===== src/rtl/lpc_pkg.sv =====
package lpc_pkg;
  typedef enum logic [2:0] {
    LS_OFF   = 3'd0,
    LS_PROBE = 3'd1,
    LS_WAIT  = 3'd2,
    LS_UP    = 3'd3,
    LS_DEAD  = 3'd4
  } lane_st_t;
endpackage


===== src/rtl/lpc_sync.sv =====
module lpc_sync #(
  parameter int W      = 1,
  parameter int STAGES = 2
) (
  input  logic         clk,
  input  logic         rst_n,
  input  logic [W-1:0] d,
  output logic [W-1:0] q
);
  logic [W-1:0] chain [STAGES];

  generate
    for (genvar s = 0; s < STAGES; s++) begin : g_stage
      always_ff @(posedge clk or negedge rst_n) begin
        if (!rst_n) chain[s] <= '0;
        else if (s == 0) chain[s] <= d;
        else chain[s] <= chain[(s == 0) ? 0 : s - 1];
      end
    end
  endgenerate

  assign q = chain[STAGES-1];
endmodule


===== src/rtl/lpc_seq.sv =====
module lpc_seq #(
  parameter int LANES = 4
) (
  input  logic             clk,
  input  logic             rst_n,
  input  logic             en_s,
  input  logic             req_s,
  input  logic [LANES-1:0] hit,
  output logic             kick,
  output logic             abort,
  output logic             arm
);
  logic en_q, req_q, found_any;

  always_ff @(posedge clk or negedge rst_n) begin
    if (!rst_n) begin
      en_q  <= 1'b0;
      req_q <= 1'b0;
    end else begin
      en_q  <= en_s;
      req_q <= req_s;
    end
  end

  // Enable rising (power-up included) or request rising under enable.
  assign kick  = en_s & (~en_q | (req_s & ~req_q));
  assign abort = ~en_s;
  assign arm   = (|hit) & ~found_any;

  always_ff @(posedge clk or negedge rst_n) begin
    if (!rst_n) found_any <= 1'b0;
    else if (abort || kick) found_any <= 1'b0;
    else if (|hit) found_any <= 1'b1;
  end
endmodule


===== src/rtl/lpc_lane.sv =====
module lpc_lane
  import lpc_pkg::*;
#(
  parameter int RETRIES = 3
) (
  input  logic clk,
  input  logic rst_n,
  input  logic abort,
  input  logic off,
  input  logic kick,
  input  logic arm,
  input  logic done,
  input  logic found,
  output logic start,
  output logic hit,
  output logic busy,
  output logic up
);
  localparam int RW = (RETRIES < 2) ? 1 : $clog2(RETRIES + 1);

  lane_st_t        st;
  logic            capped;
  logic [RW-1:0]   left;

  assign start = (st == LS_PROBE);
  assign busy  = (st == LS_PROBE) || (st == LS_WAIT);
  assign up    = (st == LS_UP);
  assign hit   = (st == LS_WAIT) && done && found;

  always_ff @(posedge clk or negedge rst_n) begin
    if (!rst_n) begin
      st     <= LS_OFF;
      capped <= 1'b0;
      left   <= '0;
    end else if (abort || off) begin
      st     <= LS_OFF;
      capped <= 1'b0;
      left   <= '0;
    end else begin
      if (kick) capped <= 1'b0;
      else if (arm && busy) begin
        capped <= 1'b1;
        left   <= RW'(RETRIES);
      end
      unique case (st)
        LS_OFF, LS_UP, LS_DEAD: if (kick) st <= LS_PROBE;
        LS_PROBE: st <= LS_WAIT;
        LS_WAIT: begin
          if (done) begin
            if (found) st <= LS_UP;
            else if (capped && !kick && !arm) begin
              if (left == RW'(1)) st <= LS_DEAD;
              else begin
                left <= left - RW'(1);
                st   <= LS_PROBE;
              end
            end else st <= LS_PROBE;
          end
        end
        default: st <= LS_OFF;
      endcase
    end
  end
endmodule


===== src/rtl/lane_presence_ctrl.sv =====
module lane_presence_ctrl #(
  parameter int LANES       = 4,
  parameter int RETRIES     = 3,
  parameter int SYNC_STAGES = 2
) (
  input  logic             clk,
  input  logic             rst_n,
  input  logic             en_i,
  input  logic             req_i,
  input  logic             psave_i,
  input  logic [LANES-1:0] idle_i,
  input  logic [LANES-1:0] probe_done_i,
  input  logic [LANES-1:0] probe_found_i,
  output logic [LANES-1:0] probe_start_o,
  output logic [LANES-1:0] out_en_o,
  output logic [LANES-1:0] idle_det_en_o,
  output logic [LANES-1:0] squelch_o,
  output logic             standby_o
);
  logic [2:0] sync_q;
  logic en_s, req_s, psave_s;
  logic kick, abort, arm;
  logic [LANES-1:0] hit, busy, up, own_on, own_sq;

  lpc_sync #(.W(3), .STAGES(SYNC_STAGES)) u_sync (
    .clk(clk), .rst_n(rst_n),
    .d({psave_i, req_i, en_i}),
    .q(sync_q)
  );
  assign en_s    = sync_q[0];
  assign req_s   = sync_q[1];
  assign psave_s = sync_q[2];

  lpc_seq #(.LANES(LANES)) u_seq (
    .clk(clk), .rst_n(rst_n),
    .en_s(en_s), .req_s(req_s), .hit(hit),
    .kick(kick), .abort(abort), .arm(arm)
  );

  assign standby_o = ~en_s | (|busy) | kick;

  generate
    for (genvar i = 0; i < LANES; i++) begin : g_lane
      logic off;
      if (i == 0) begin : g_master
        assign off = 1'b0;
      end else begin : g_slave
        assign off = psave_s;
      end

      lpc_lane #(.RETRIES(RETRIES)) u_lane (
        .clk(clk), .rst_n(rst_n),
        .abort(abort), .off(off), .kick(kick), .arm(arm),
        .done(probe_done_i[i]), .found(probe_found_i[i]),
        .start(probe_start_o[i]), .hit(hit[i]),
        .busy(busy[i]), .up(up[i])
      );

      assign own_on[i]        = up[i] & ~standby_o;
      assign own_sq[i]        = ~own_on[i] | idle_i[i];
      assign idle_det_en_o[i] = own_on[i];

      if (i == 0) begin : g_out0
        assign out_en_o[i]  = own_on[i];
        assign squelch_o[i] = own_sq[i];
      end else begin : g_outn
        assign out_en_o[i]  = psave_s ? own_on[0] : own_on[i];
        assign squelch_o[i] = psave_s ? own_sq[0] : own_sq[i];
      end
    end
  endgenerate
endmodule


===== config.mk =====
export PLATFORM = sky130hd
export DESIGN_NAME = lane_presence_ctrl
export DESIGN_NICKNAME = d
export VERILOG_FILES = /design/src/rtl/lpc_pkg.sv /design/src/rtl/lpc_sync.sv /design/src/rtl/lpc_seq.sv /design/src/rtl/lpc_lane.sv /design/src/rtl/lane_presence_ctrl.sv
export SDC_FILE = /design/constraint.sdc
export NUM_CORES = 1
export LEC_CHECK = 0
export BUFFER_PORTS_ARGS = -buffer_cell sky130_fd_sc_hd__buf_2
export CAP_MARGIN = 20
export CORE_UTILIZATION = 61
export CTS_CLUSTER_DIAMETER = 150
export DETAILED_ROUTE_END_ITERATION = 8
export PLACE_DENSITY = 0.86
export SYNTH_ARGS = -nofsm -noshare
export SYNTH_HDL_FRONTEND = slang
export SYNTH_SLANG_ARGS = --single-unit

===== constraint.sdc =====
create_clock -name clk -period 2.73 [get_ports clk]
set_input_delay 0 -clock clk [delete_from_list [all_inputs] [get_ports clk]]
set_output_delay 0 -clock clk [all_outputs]
set_load 0.02 [all_outputs]

==> metrics <==
status completed; die width between 60 and 70 µm; Inserted Clock Buffers 5; core area approximately 3400 µm²; Hold WS 47.6 ps; I/O Pins 34; Mapped Cells about 240; Synth top area share around two fifths; WL per Instance between 15 and 20 µm; H-Tree Depth 2; Clk pwr share 28.9%; Gates resized, CTS repair 0; Setup crit end kind output pin; WL final 4680 µm; Worst Setup SP g_lane[3].u_lane.st[0]$_DFFE_PN0P_; CP Launch Type register; fmax between 400 and 500 MHz; antenna violations before repair 0; Die Area 3760 µm²; dominant cells by area after synthesis dfrtp_1 38%, a21oi_1 4.9%, ha_1 4.7%; ys flop type dfrtp_1; switch share between 20% and 30%; min-delay src probe_done_i[0]; Root Driver clkbuf_4; reg2reg start g_lane[0].u_lane.st[0]$_DFFE_PN0P_; Clock transition at path regs 100 ps; Power per Cell Area a little over 400 nW/µm²; Max FO, Critical Path 11; Pre-antenna DRT Iters 4; Diodes inserted 0; RSZ-0062 raised after global routing false; syn nets 261; initial core utilization approximately 64%; Synth Area per Inst roughly 9 µm²; Worst Tran Pin Value ~870 ps; Netlist Area Pre-Place roughly 2100 µm²; Seq pwr share 54.7%; GRT Util Overall ~27%; count leader, synth dfrtp_1; skew final about 16 ps; hold_buf cts 4; Final Hold Vio Count 0; Setup Viol. Count Final 0; final net count about 290; Post-synth top cells 33 x dfrtp_1, 21 x a21oi_1, 17 x nor2_1; Slew headroom 42.1%; largest net degree at the start of global routing 34; Clock Path Buffers 2; Gate power share 16.3%; Post-DRT Antenna Nets 0; gpl congestion roughly 0.88; Peak VDD IR about 0.00034 V; latest clock arrival within the worst-skew pair 340 ps; final non-filler cell total ~310; LEAKAGE slightly above 0.001 µW; CTS tree built; Final HPWL DP between 3000 and 4000 µm; post-synth top area cell dfrtp_1; final setup TNS 0 ps; Worst EP required roughly 2700 ps; Psw roughly 290 µW; worst hold path type input pin to register; register area share after synthesis roughly 38%; crit path time final between 2000 and 2500 ps; final worst path period share between 80% and 90%; Seq cells post-synth 33; Via density approximately 6.1; synth warn 0; share of cells above drive strength 1 ~21%; Yosys cell types 53; internal power around 680 µW; Max Slew Vio Count 0; Post-CTS Setup Inserts 0; P&R area growth vs syn 10.4%; first-pass GRT wire length 7160 µm; clk sink count 33; critical path type register to output pin; Post-synth EDFFs 0; ys async rst share 100%; Worst Path Arrival about 2400 ps; Max Cap Viol 0; Remaining Overflow, GRT 0; drt first-iter violations between 100 and 150; dpl cells a little under 300; DIE HEIGHT about 61 µm; DRC errors left 0; vias in the first global route ~1600; Port Buf Inserts 33; row count 21; total number of vias approximately 1900
==> worst max-delay path, cell delays in order (launching register included) <==
cell	delay, ps
dfrtp_1	500
xnor2_1	270
o2111ai_1	230
nor4_2	480
nand4b_1	210
o21a_1	210
buf_2	150
==> worst paths after layout <==
kind / end / slack (ps) / depth (start not counted)
worst max-delay path: squelch_o[1] / 360 / 6
min in group asynchronous: g_lane[1].u_lane.capped$_DFFE_PN0P_ / 240 / 2
worst min register to register: u_sync.q[1]$_DFF_PN0_ / 360 / 0
worst min-delay path: g_lane[0].u_lane.st[1]$_DFFE_PN0P_ / 50 / 4
worst max register to register: g_lane[0].u_lane.left[0]$_DFF_PN0_ / 560 / 5
max in group asynchronous: u_seq.req_q$_DFF_PN0_ / 2000 / 2
==> layer usage <==
metal / up-vias / track usage (%) / routed length [µm]
li1: 906 / - / -
met1: 888 / 35.3 / 2110
met2: 79 / 42.9 / 2140
met3: 10 / 7.14 / 316
met4: 0 / 11.0 / 103
met5: - / 0 / 0
==> sequential cells by signal (all words and copies together) (netlist names) <==
signal	flops
u_seq.en_q	1
u_seq.req_q	1
u_sync.q	3
g_lane.u_lane.st	12
u_seq.found_any	1
u_sync.chain	3
g_lane.u_lane.capped	4
g_lane.u_lane.left	8
==> layout by cell type, fill, tap and decap left out, types with 2 or more instances in the layout <==
master         instances
and2_1                 2
o41ai_1                3
and2b_1                2
inv_1                 11
nand4_1                5
nand3_1                7
o21ai_0                6
a31oi_1                5
nand2_1               15
a21oi_1               21
clkbuf_4               5
dfrtp_1               33
ha_1                   8
nor4_1                 2
xnor2_1                3
nand4b_1               3
nor3b_1                7
a211oi_1               3
nor2_1                17
nor4_2                 2
a21oi_2                2
dlygate4sd3_1          4
nor3_1                 7
a31o_2                 2
o21a_1                 3
and3b_1                2
nor2b_1                4
buf_2                 33
nand2b_1              11
o2111ai_1              2
or3_1                  4
and3_1                 5
==> metrics by stage <==
step	setup slack [ps]	utilization, %	total power [µW]	cell area (µm²)
6_report	357	70.4	969	2370
5_1_grt	150	70.4	1020	2370
4_1_cts	358	70.4	972	2370
3_5_place_dp	619	67.6	692	2270
3_3_place_gp	668	67.6	689	2270
2_1_floorplan	743	-	646	2150
==> power groups by stage <==
stage               registers, µW  logic, µW  clock network (µW)
finish                        530        158                 280
global route                  534        175                 308
CTS                           530        158                 285
detailed placement            539        153                   0
global placement              539        150                   0
floorplan                     522        125                   0
==> area by class of cell <==
class | count | area [µm²]
clock buffers | 7 | 55.1
fillers | 284 | 995
inverters | 11 | 41.3
multi-input cells | 173 | 1180
flip-flops and latches | 33 | 826
well taps | 46 | 57.6
repair buffers | 38 | 213
==> cells by family after synthesis <==
kind of cell             synth area share, %
XOR/XNOR                                1.22
flip-flops                              38.5
adder cells (fa/ha/maj)                 4.66
AO/OA/AOI/OAI                           21.4
buffers and inverters                   6.71
AND/OR/NAND/NOR                         27.5
No activity file was read; power rests on OpenSTA's default activity.
